==> src/rtl/chs_pkg.sv <==
// Package: shared mode codes and the decoded rail mode type for the
// Class H rail select controller. Assumes a 3-bit mode code.
package chs_pkg;

    localparam logic [2:0] MODE_CODE_LO    = 3'b001;
    localparam logic [2:0] MODE_CODE_HI    = 3'b010;
    localparam logic [2:0] MODE_CODE_ADAPT = 3'b111;

    typedef enum logic [1:0] {
        RAIL_KIND_LO    = 2'd0,
        RAIL_KIND_HI    = 2'd1,
        RAIL_KIND_ADAPT = 2'd2
    } rail_kind_e;

    // Map a mode code to its behaviour; reserved codes keep the high rail.
    function automatic rail_kind_e decode_mode(input logic [2:0] code);
        case (code)
            MODE_CODE_LO:    return RAIL_KIND_LO;
            MODE_CODE_ADAPT: return RAIL_KIND_ADAPT;
            default:         return RAIL_KIND_HI;
        endcase
    endfunction

endpackage

==> src/rtl/chs_mag_cmp.sv <==
// Module: chs_mag_cmp
// Purpose: turns a signed sample into a saturated magnitude and compares it
// with the clip threshold. Purely combinational.
// Assumes: W >= 2; threshold is unsigned and W-1 bits wide.
module chs_mag_cmp #(
    parameter int W = 16
) (
    input  logic signed [W-1:0] sample_i,
    input  logic                valid_i,
    input  logic [W-2:0]        thresh_i,
    output logic                loud_o,
    output logic                quiet_o,
    output logic [W-2:0]        mag_o
);

    localparam logic [W-1:0] MOST_NEG = {1'b1, {(W-1){1'b0}}};
    localparam logic [W-1:0] ONE      = {{(W-1){1'b0}}, 1'b1};

    logic [W-1:0] raw;
    logic [W-1:0] negated;

    assign raw     = sample_i;
    assign negated = ~raw + ONE;

    // Absolute value with the most negative code clamped to full scale.
    always_comb begin
        if (!raw[W-1]) begin
            mag_o = raw[W-2:0];
        end else if (raw == MOST_NEG) begin
            mag_o = '1;
        end else begin
            mag_o = negated[W-2:0];
        end
    end

    // Loud/quiet classification of a valid sample.
    always_comb begin
        loud_o  = valid_i && (mag_o > thresh_i);
        quiet_o = valid_i && !(mag_o > thresh_i);
    end

endmodule

==> src/rtl/chs_hold_timer.sv <==
// Module: chs_hold_timer
// Purpose: counts consecutive quiet samples before a down switch.
// Assumes: HOLD >= 2; clear has priority over step; step is a one-cycle strobe.
module chs_hold_timer #(
    parameter int HOLD = 264000
) (
    input  logic clk,
    input  logic rst_n,
    input  logic clear_i,
    input  logic step_i,
    output logic expired_o,
    output logic running_o
);

    localparam int CW = (HOLD > 2) ? $clog2(HOLD) : 1;
    localparam logic [CW-1:0] LAST = CW'(HOLD - 1);

    logic [CW-1:0] cnt;
    logic          at_last;

    assign at_last   = (cnt == LAST);
    assign expired_o = step_i && !clear_i && at_last;
    assign running_o = (cnt != '0);

    // Hold counter: clear, wrap at the terminal count, or advance on a step.
    always_ff @(posedge clk) begin
        if (!rst_n) begin
            cnt <= '0;
        end else if (clear_i) begin
            cnt <= '0;
        end else if (step_i) begin
            if (at_last) begin
                cnt <= '0;
            end else begin
                cnt <= cnt + 1'b1;
            end
        end
    end

    // the count never passes its terminal value.
    assert_cnt_in_range_R8: assert property (@(posedge clk) disable iff (!rst_n)
        cnt <= LAST);

    // a clear leaves the counter idle on the next edge.
    assert_clear_idles_R9: assert property (@(posedge clk) disable iff (!rst_n)
        clear_i |=> !running_o);

    // without a step or clear the counter holds.
    assert_no_step_holds_R11: assert property (@(posedge clk) disable iff (!rst_n)
        (!step_i && !clear_i) |=> $stable(cnt));

endmodule

==> src/rtl/chs_rail_fsm.sv <==
// Module: chs_rail_fsm
// Purpose: keeps the rail decision and aligns the request to charge-pump
// clock enables. Drives the hold timer's clear and step.
// Assumes: cp_tick_i is a one-cycle enable; mode kind is decoded upstream.
module chs_rail_fsm
    import chs_pkg::*;
(
    input  logic       clk,
    input  logic       rst_n,
    input  rail_kind_e kind_i,
    input  logic       enter_i,
    input  logic       loud_i,
    input  logic       quiet_i,
    input  logic       expired_i,
    input  logic       cp_tick_i,
    output logic       clear_o,
    output logic       step_o,
    output logic       want_high_o,
    output logic       rail_req_o
);

    logic adaptive;

    assign adaptive = (kind_i == RAIL_KIND_ADAPT);

    // Timer control: hold the counter idle unless adapting on the high rail.
    always_comb begin
        clear_o = !adaptive || enter_i || loud_i;
        step_o  = quiet_i && want_high_o;
    end

    // Rail decision: fixed modes force it, adaptive goes up at once, down on expiry.
    always_ff @(posedge clk) begin
        if (!rst_n) begin
            want_high_o <= 1'b1;
        end else begin
            case (kind_i)
                RAIL_KIND_LO: want_high_o <= 1'b0;
                RAIL_KIND_HI: want_high_o <= 1'b1;
                default: begin
                    if (enter_i || loud_i) begin
                        want_high_o <= 1'b1;
                    end else if (expired_i) begin
                        want_high_o <= 1'b0;
                    end
                end
            endcase
        end
    end

    // Charge-pump alignment: the request follows the decision on each tick.
    always_ff @(posedge clk) begin
        if (!rst_n) begin
            rail_req_o <= 1'b1;
        end else if (cp_tick_i) begin
            rail_req_o <= want_high_o;
        end
    end

    // the fixed low mode drives the decision low.
    assert_fixed_lo_R2: assert property (@(posedge clk) disable iff (!rst_n)
        (kind_i == RAIL_KIND_LO) |=> !want_high_o);

    // the fixed high mode and reserved codes drive the decision high.
    assert_fixed_hi_R3: assert property (@(posedge clk) disable iff (!rst_n)
        (kind_i == RAIL_KIND_HI) |=> want_high_o);

    // a loud sample in adaptive mode raises the decision at once.
    assert_loud_raises_R6: assert property (@(posedge clk) disable iff (!rst_n)
        (adaptive && loud_i) |=> want_high_o);

    // the request never moves without a charge-pump tick.
    assert_req_on_tick_R7: assert property (@(posedge clk) disable iff (!rst_n)
        !cp_tick_i |=> $stable(rail_req_o));

    // a down switch comes only from an expired hold or the fixed low mode.
    assert_down_only_expired_R8: assert property (@(posedge clk) disable iff (!rst_n)
        $fell(want_high_o) |-> $past(expired_i || kind_i == RAIL_KIND_LO));

endmodule

==> src/rtl/chs_rail_ctrl.sv <==
// Module: chs_rail_ctrl (top)
// Purpose: Class H rail select controller. It chooses the low or high supply
// rail from the mode code and the sample level, with an immediate up switch
// and a long quiet hold before a down switch.
// Assumes: sample_vld and cp_tick are one-cycle strobes on clk; mode is static
// between edges; reset is synchronous and active low.
module chs_rail_ctrl
    import chs_pkg::*;
#(
    parameter int SAMPLE_W     = 16,
    parameter int HOLD_SAMPLES = 264000
) (
    input  logic                       clk,
    input  logic                       rst_n,
    input  logic [2:0]                 mode,
    input  logic [SAMPLE_W-2:0]        clip_thresh,
    input  logic                       sample_vld,
    input  logic signed [SAMPLE_W-1:0] sample,
    input  logic                       cp_tick,
    output logic                       rail_req,
    output logic                       rail_state,
    output logic                       hold_active
);

    localparam logic [SAMPLE_W-1:0] MOST_NEG = {1'b1, {(SAMPLE_W-1){1'b0}}};

    rail_kind_e          kind;
    logic [2:0]          mode_q;
    logic                enter;
    logic                loud;
    logic                quiet;
    logic [SAMPLE_W-2:0] mag;
    logic                clear;
    logic                step;
    logic                expired;

    assign kind  = decode_mode(mode);
    assign enter = (mode == MODE_CODE_ADAPT) && (mode_q != MODE_CODE_ADAPT);

    // Previous mode code, used to spot entry into adaptive operation.
    always_ff @(posedge clk) begin
        if (!rst_n) begin
            mode_q <= MODE_CODE_ADAPT;
        end else begin
            mode_q <= mode;
        end
    end

    chs_mag_cmp #(
        .W (SAMPLE_W)
    ) mag_i (
        .sample_i (sample),
        .valid_i  (sample_vld),
        .thresh_i (clip_thresh),
        .loud_o   (loud),
        .quiet_o  (quiet),
        .mag_o    (mag)
    );

    chs_hold_timer #(
        .HOLD (HOLD_SAMPLES)
    ) timer_i (
        .clk       (clk),
        .rst_n     (rst_n),
        .clear_i   (clear),
        .step_i    (step),
        .expired_o (expired),
        .running_o (hold_active)
    );

    chs_rail_fsm fsm_i (
        .clk         (clk),
        .rst_n       (rst_n),
        .kind_i      (kind),
        .enter_i     (enter),
        .loud_i      (loud),
        .quiet_i     (quiet),
        .expired_i   (expired),
        .cp_tick_i   (cp_tick),
        .clear_o     (clear),
        .step_o      (step),
        .want_high_o (rail_state),
        .rail_req_o  (rail_req)
    );

    // the most negative code saturates and is never above full scale.
    assert_mag_saturates_R5: assert property (@(posedge clk) disable iff (!rst_n)
        ($unsigned(sample) == MOST_NEG) |-> (mag == '1));

    // a full-scale threshold can never be exceeded.
    assert_full_thresh_quiet_R5: assert property (@(posedge clk) disable iff (!rst_n)
        (clip_thresh == '1) |-> !loud);

    // without a strobe no sample is classified.
    assert_no_strobe_ignored_R11: assert property (@(posedge clk) disable iff (!rst_n)
        !sample_vld |-> (!loud && !quiet));

    // entering adaptive mode starts high with an idle hold count.
    assert_enter_high_R10: assert property (@(posedge clk) disable iff (!rst_n)
        enter |=> (rail_state && !hold_active));

    // a running hold count only exists while on the high rail.
    assert_hold_implies_high_R8: assert property (@(posedge clk) disable iff (!rst_n)
        hold_active |-> rail_state);

endmodule

==> config.mk <==
export PLATFORM = sky130hd
export DESIGN_NAME = chs_rail_ctrl
export DESIGN_NICKNAME = d
export VERILOG_FILES = /design/src/rtl/chs_pkg.sv /design/src/rtl/chs_mag_cmp.sv /design/src/rtl/chs_hold_timer.sv /design/src/rtl/chs_rail_fsm.sv /design/src/rtl/chs_rail_ctrl.sv
export SDC_FILE = /design/constraint.sdc
export NUM_CORES = 1
export LEC_CHECK = 0
export ABC_AREA = 1
export BUFFER_PORTS_ARGS = -buffer_cell sky130_fd_sc_hd__buf_2
export CAP_MARGIN = 5
export CORE_ASPECT_RATIO = 1.1
export CORE_UTILIZATION = 60
export CTS_CLUSTER_SIZE = 16
export DETAILED_ROUTE_END_ITERATION = 6
export PLACE_DENSITY = 0.82
export REMOVE_ABC_BUFFERS = 1
export SLEW_MARGIN = 20
export SYNTH_ARGS = -nofsm -noshare
export SYNTH_HDL_FRONTEND = slang
export SYNTH_HIERARCHICAL = 1
export SYNTH_SLANG_ARGS = --single-unit
==> constraint.sdc <==
create_clock -name clk -period 8.7 [get_ports clk]
set_clock_uncertainty 0.2 [all_clocks]
set_input_delay 0.87 -clock clk [delete_from_list [all_inputs] [get_ports clk]]
set_output_delay 0.87 -clock clk [all_outputs]
set_load 0.1 [all_outputs]
; ---- Word level (Yosys, flattened, before mapping)
; Cells that the tools add are included.
[totals]
ff_bits = 24
wordCells = 39
[op_classes]
add_sub_neg = 2
n_lt_le_gt_ge = 1
eq_ne = 7
mux = 7
bitwise = 2
reduce_logical = 16
[ops]
columns = op, n
row1 = $mux 15, 2
row2 = $add 19x1->19 const B, 1
row3 = $eq 19x19->1 const B, 1
row4 = $mux 19, 1
row5 = $reduce_bool 19->1, 1
row6 = $eq 16x16->1 const B, 1
row7 = $add 15x1->15 const B, 1
row8 = $gt 15x15->1, 1
row9 = $not 15->15, 1
row10 = $logic_and 1x1->1, 6
row11 = $pmux 2 s2, 1
row12 = $reduce_bool 4->1, 1
row13 = $eq 3x1->1 const B, 1
row14 = $eq 3x3->1 const B, 1
row15 = $logic_not 1->1, 3
row16 = $logic_or 1x1->1, 3
row17 = $ne 3x3->1 const B, 1
row18 = $eq 2x1->1 const B, 1
row19 = $eq 2x2->1 const B, 1
row20 = $logic_not 2->1, 1
row21 = $mux 1, 2
row22 = $pmux 1 s2, 1
row23 = $reduce_or 2->1, 1
row24 = $not 1->1, 1

; ---- Logic depth before layout (Yosys ltp)
; Gate-level depths: netlist (run 1).
[depth]
word_depth = 13
depth_mapped = 29
ltp_nobuf = 29

; ---- By module
; Netlist (run 1), hierarchy kept.
[by_module_without_submodules]
columns = module, instances, cells_each, area_each_um2, seq_area_each_um2
row1 = chs_hold_timer, 1, 182, 1134.8, 380.4
row2 = chs_mag_cmp, 1, 172, 970.9, 0.0
row3 = chs_rail_ctrl, 1, 20, 130.1, 60.1
row4 = chs_rail_fsm, 1, 15, 100.1, 40.0

; ---- Worst setup path after synthesis (run 1)
; OpenSTA, ideal clock, no wires.
[synth_timing]
kind = input port to flip-flop
from = input sample[0]
to = register fsm_i.want_high_o
arrival_ns = 3.430
slack_ns = 4.958
path_stages = 27
n_path_buf = 0
cell_sequence = inv_1 > ha_1 > nand4_2 > nor2_4 > nand3_1 > nand3_1 > nand2_1 > ha_1 > nand2_1 > nor2_1 > inv_1 > nor2_1 > nand4_1 > a21oi_1 > nand2_1 > inv_1 > nand3_1 > nor2_1 > nand2_1 > nor2_1 > inv_1 > nor2_1 > inv_1 > nand2_1 > nand3_1 > nand2_1 > nand2_1
[synth_between]
elab_chain_len = 11
word_cells_on_any_way = 18
[synth_rtl]
columns = item, line_no
row1 = start: declaration, chs_rail_ctrl.sv:18  ; input logic signed [SAMPLE_W-1:0] sample,
row2 = $not 15->15, chs_mag_cmp.sv:23  ; assign negated = ~raw + ONE;
row3 = $add 15x1->15, chs_mag_cmp.sv:23
row4 = $mux 15 (*), chs_mag_cmp.sv:29  ; end else if (raw == MOST_NEG) begin
row5 = $mux 15 (*), chs_mag_cmp.sv:27  ; if (!raw[W-1]) begin
row6 = via mag[12], chs_rail_ctrl.sv:32  ; logic [SAMPLE_W-2:0] mag;
row7 = $gt 15x15->1 (*), chs_mag_cmp.sv:39  ; quiet_o = valid_i && !(mag_o > thresh_i);
row8 = $logic_not 1->1 (*), chs_mag_cmp.sv:39
row9 = $logic_and 1x1->1 (*), chs_mag_cmp.sv:39
row10 = via quiet, chs_rail_ctrl.sv:31  ; logic quiet;
row11 = $logic_and 1x1->1 (*), chs_rail_fsm.sv:29  ; step_o = quiet_i && want_high_o;
row12 = via step, chs_rail_ctrl.sv:34  ; logic step;
row13 = $logic_and 1x1->1 (*) (2 in series), chs_hold_timer.sv:22  ; assign expired_o = step_i && !clear_i && at_last;
row14 = via expired, chs_rail_ctrl.sv:35  ; logic expired;
row15 = $reduce_bool 4->1 (no line) (*), -
row16 = end signal: assignment, chs_rail_fsm.sv:35  ; want_high_o <= 1'b1;
row17 = end signal: assignment, chs_rail_fsm.sv:38  ; RAIL_KIND_LO: want_high_o <= 1'b0;
row18 = end signal: assignment, chs_rail_fsm.sv:39  ; RAIL_KIND_HI: want_high_o <= 1'b1;
row19 = end: declaration, chs_rail_fsm.sv:18  ; output logic want_high_o,
; Mark *: on every way through the listed nets, which the timed path passes. The rest lies on a longest branch.
; A chain may end at the register's enable or synchronous reset.

; ---- Worst setup path after layout (run 1)
; Ends and elaborated chain as after synthesis.

==> metrics.csv, run 1 <==
metric,value,unit
status,finished clean,
stdcell_area,2650,um2
yosysSeqAreaShare,0.2057,
hold_viol,0,
post_cts_buffers,0,
grt_antenna_before_repair,0,
io_buffers,40,
clockBufferDepth,2,
critPathMaxStageDelay,0.22,ns
routed-wl-met2,2.649,mm
initial_utilization,0.6342,
clk_latency,0.27,ns
grt_pass1_vias,2190,
worstHoldPathType,reg2reg,
final_cell_mix,"nand2_1 (116), inv_1 (72), nor2_1 (50)",
final_common_cell,nand2_1,
synth_area_per_cell,6.005,um2
holdWs,0.2921,ns
crit_path_frequent_cell,nand2_1,
path_class,in2reg,
n_antenna_cell,0,
min_period_over_period,0.4648,
syn_inst,389,
min_period,4.043,ns
timing.fmax,247.3,MHz
cts_resized,0,
cts.clk_slew.worst_paths,0.09,ns
grtUsageTotal,0.2640,
reg2regPathDepth,10,
drtPass1Iterations,5,
wirelength_met1,2.106,mm
setup_slack,4.657,ns
routed_via_density,5.050,
grt_pass1_wl,8.300,mm
powerDensity,104.5,nW/um2
overflow,0,
routedWlPerCell,10.59,um
arrival,4.02,ns
postSynth.asyncResetShare,0,
dp_hpwl,4.172,mm
ys.flop_type,dfxtp_1,
preCtsSetupSlack,4.385,ns
top_layer,met4,
die_y,67.44,um
yosys_warnings,6,
grt_start_max_net_pins,21,
placed_cell_area,2579,um2
min_path_cells,2,
syn_to_final_growth,13.44,%
rsz0062_at_grt,false,
clock-sinks,24,
synth_edf_count,0,
slew_headroom,0.6760,
drv_slew,0,
h-tree-depth,1,
ant_nets,0,
worstSetupStartpointType,input pin,
tightest_slew,0.4894,ns
drv_cap,0,
ir_drop,0.08610,mV
power.total,277.0,uW
gp_congestion,0.9046,
drive_gt1_frac,0.1953,
end_kind,flop,
drc,0,
cts_tree,yes,
io_pins,41,
drt-total-wl,5.085,mm
rows,23,
core_area,3684,um2
wl_met3,210,um
dieWidth,61.49,um
holdBufCountCts,0,
synth_cell_types,32,
setup_tns,0,ns
slowest_stage,nand3_4,
finalSetupViolCount,0,
cts_root_buffer,clkbuf_8,
syn_area,2336,um2
leakage,1.411,nW
cp.required,8.68,ns
fillers,354,
path_max_fanout,14,
ys_ff_latch,24,
vias,2424,
drtIter0Drc,140,
cts_made_buffers,3,
nets,487,
die-area,4147,um2
metal layers:
| metal | vias up | GRT usage |
|---|---|---|
| met4 | 0 | 0.1028 |
| met1 | 1065 | 0.2684 |
| met5 | - | 0 |
| met2 | 69 | 0.5296 |
| met3 | 16 | 0.02490 |
| li1 | 1274 | - |
path summary, 6_finish.rpt:
kind | from | endpoint | slack [ns]
min | fsm_i/rail_req_o$_SDFFE_PN1P_ | fsm_i/rail_req_o$_SDFFE_PN1P_ | 0.29
min reg2reg | fsm_i/rail_req_o$_SDFFE_PN1P_ | fsm_i/rail_req_o$_SDFFE_PN1P_ | 0.29
max reg2reg | mode_q[1]$_SDFF_PN1_ | timer_i/cnt[18]$_SDFFE_PP0P_ | 6.79
max | sample[0] | fsm_i/want_high_o$_SDFFE_PN1P_ | 4.66
area by class of cell:
type | instances | area [um2] | area share
well taps | 50 | 62.56 | 0.02361
clock inverters | 1 | 30.03 | 0.01133
multi-input cells | 283 | 1539 | 0.5807
clock buffers | 3 | 41.29 | 0.01558
inverters | 79 | 296.5 | 0.1119
repair buffers | 40 | 200.2 | 0.07554
flip-flops and latches | 24 | 480.5 | 0.1813
cell families (layout without fill, tap and decap cells):
group | Yosys count | in the layout | synth area share
AOI/OAI and AO/OA | 18 | 18 | 0.04178
xor gates and xnor gates | 9 | 9 | 0.03375
adders and majority gates | 18 | 18 | 0.09641
buffers and inverters | 82 | 123 | 0.1355
DFF | 24 | 24 | 0.2057
and+or+nand+nor | 238 | 238 | 0.4869
report_power, final:
group | switching, mW | internal (mW)
Sequential | 0.000657 | 0.111
Combinational | 0.0410 | 0.0256
Clock | 0.0371 | 0.0615
Total | 0.0787 | 0.198
state kept, by name (all words and copies together) (netlist names):
name / count
fsm_i/rail_req_o: 1
fsm_i/want_high_o: 1
mode_q: 3
timer_i/cnt: 19
synth_stat cells, types with 2 or more instances:
library cell,n,share of area
nand2_1,116,0.19
inv_1,72,0.12
nor2_1,50,0.080
nand3_1,26,0.056
dfxtp_1,24,0.21
ha_1,18,0.096
nand3_2,12,0.051
a21oi_1,8,0.017
xor2_1,7,0.026
inv_2,6,0.0096
nand2_2,6,0.016
nor3_1,6,0.013
o21ai_0,6,0.013
nor2_4,5,0.024
nor2_2,4,0.011
or2_2,3,0.0080
nand3b_1,2,0.0064
nand4_1,2,0.0054
o211ai_1,2,0.0064
xnor2_1,2,0.0075
metrics by stage:
stage | cells | util
2_1_floorplan | 386 | -
3_3_place_gp | 476 | 0.7001
3_5_place_dp | 476 | 0.7001
4_1_cts | 480 | 0.7194
5_1_grt | 480 | 0.7194
6_report | 480 | 0.7194
worst max-delay path: cells and delay by family:
kind	cells	cell delay [ns]
AO/OA/AOI/OAI	1	0.18
buffers and inverters	6	0.55
adder cells (fa/ha/maj)	2	0.35
AND/OR/NAND/NOR	20	2.04
(Power assumes the default switching activity.)
==> run 2: changes to the inputs <==
ABC_AREA = 0   (was 1)
CORE_UTILIZATION = 55   (was 60)
PLACE_DENSITY = 0.77   (was 0.82)
clock period = 3.9 ns   (was 8.7 ns; I/O delays follow)
==> run 2 against run 1 <==
The run now ends with negative setup slack left. Die area decreased by 6.1%. Sequential share of layout area shrank 0.98 points. Worst setup slack got worse by 5.2 ns. Worst hold slack got worse by 0.22 ns. Sequential power increased by 120%. Final cell count down 21%. Synthesized area down 14%. Critical path type unchanged.
==> metrics.csv, run 2 <==
metric,value,unit
rows,22,
cts_made_buffers,3,
cts.clk_slew.worst_paths,0.13,ns
die_y,65.34,um
ant_nets,0,
worstSetupStartpointType,input pin,
dieWidth,59.58,um
final_cell_mix,"buf_2 (38), buf_4 (34), nor2_1 (30)",
clkPwrFrac,0.289,
drtPass1Iterations,5,
n_antenna_cell,0,
power.total,628.6,uW
violations,negative setup slack,
clock-sinks,24,
routed_via_density,5.979,
overflow,0,
end_kind,flop,
path_max_fanout,17,
ff_latch_area,480.5,um2
multi_input_area,1570,um2
core_area,3413,um2
fillers,217,
final_common_cell,buf_2,
die-area,3892,um2
gp_congestion,0.8261,
arrival,4.43,ns
cp.required,3.92,ns
reg2regPathDepth,6,
initial_utilization,0.5876,
drive_gt1_frac,0.3444,
finalSetupViolCount,20,
timing.fmax,226.4,MHz
h-tree-depth,1,
grt_pass1_vias,2009,
routedWlPerCell,17.07,um
cts_root_buffer,clkbuf_4,
cts_tree,yes,
min_period_over_period,1.132,
largest_reg_flops,19,
clk_latency,0.32,ns
p_sw,182.8,uW
drtIter0Drc,181,
regMostFlops,timer_i/cnt,
swShare,0.2909,
grt_start_max_net_pins,18,
grt_pass1_wl,8.521,mm
grt_antenna_before_repair,0,
hold_viol,0,
preCtsSetupSlack,-0.5989,ns
slew_headroom,0.6797,
grtUsageTotal,0.2815,
tightest_slew,0.4837,ns
stdcell_area,2801,um2
min_path_cells,2,
worstHoldPathType,in2reg,
powerDensity,224.4,nW/um2
drv_slew,0,
drv_cap,0,
yosys_warnings,6,
syn_area,2006,um2
drt-total-wl,6.471,mm
holdBufCountCts,0,
synth_area_per_cell,7.835,um2
io_buffers,40,
drc,0,
min_period,4.416,ns
leakage,1.219,nW
placed_cell_area,2505,um2
setup_slack,-0.5160,ns
clockBufferDepth,2,
rsz0062_at_grt,true,
syn_to_final_growth,39.68,%
pwr-share-comb,0.314,
internal_power,445.7,uW
path_class,in2reg,
vias,2266,
status,"complete, but fails checks",
p_seq_frac,0.397,
nets,388,
ir_drop,0.2355,mV
syn_inst,256,
io_pins,41,
dp_hpwl,3.761,mm
reg_top3,"timer_i/cnt x19, mode_q x3",
setup_tns,-9.499,ns
run 2: changes by cell type in the layout (fill, tap and decap cells not counted), sizes merged, moves of 7 or more:
cell,delta
nand4,+7
xnor2,+15
nor4,+9
nand3,-29
nand2,-97
buf,+38
inv,-57
nor2,-29
run 2: area by class of cell:
class                      count  share of cell area
timing repair buffer          79              0.1996
clock buffer                   3            0.008039
clock inverter                 1             0.01072
tap                           48             0.02144
sequential                    24              0.1715
inverter                      21             0.02814
multi-input combinational    203              0.5605
run 2: through the flow:
step	instances	hold slack, ns	util
2_1_floorplan	248	0.2519	-
3_3_place_gp	371	0.2535	0.7339
3_5_place_dp	371	0.2506	0.7339
4_1_cts	378	0.07418	0.7782
5_1_grt	379	0.05661	0.8207
6_report	379	0.07505	0.8207
run 2: power groups by stage:
stage          clock network (mW)  registers [mW]  logic, mW
2_1_floorplan                   0           0.261     0.0787
3_3_place_gp                    0           0.255      0.154
3_5_place_dp                    0           0.255      0.157
4_1_cts                     0.183           0.249      0.163
5_1_grt                     0.192           0.250      0.212
6_report                    0.182           0.249      0.197
run 2: what timing repair did:
action | 4_1_cts | 5_1_grt
gates cloned | 0 | 1
hold endpoints to repair | 0 | 0
buffers inserted | 4 | 1
pin swaps | 9 | 9
resized for setup | 12 | 20
endpoints found under the setup margin | 20 | 20
run 2: worst max-delay path: stages:
cell and delay (ns):
buf_6 0.10, buf_12 0.12, nor4_4 0.36, nand4_2 0.15
or4_4 0.48, clkbuf_16 0.18, nand2_1 0.11, ha_1 0.28
nand2_1 0.14, nor3_1 0.08, or3_4 0.36, o41ai_2 0.33
and2_1 0.20, nand4_1 0.12, or4_4 0.60, o21ai_4 0.17
buf_12 0.16, nor2_1 0.07
run 2: path summary, 6_finish.rpt:
kind / startpoint / to / slack, ns
setup / recovery: sample[5] / timer_i/cnt[14]$_SDFFE_PP0P_ / -0.52
hold / removal: mode[0] / mode_q[0]$_SDFF_PN1_ / 0.08
setup reg to reg: timer_i/cnt[1]$_SDFFE_PP0P_ / timer_i/cnt[14]$_SDFFE_PP0P_ / 1.63
hold reg to reg: fsm_i/rail_req_o$_SDFFE_PN1P_ / fsm_i/rail_req_o$_SDFFE_PN1P_ / 0.30
run 2: per-layer routing:
layer  vias to the layer above  part of all wire  track usage
li1                       1059                 -            -
met1                      1041              0.37       0.3237
met2                       132              0.51       0.5211
met3                        34             0.066      0.04331
met4                         0             0.053      0.08721
met5                         -                 0            0
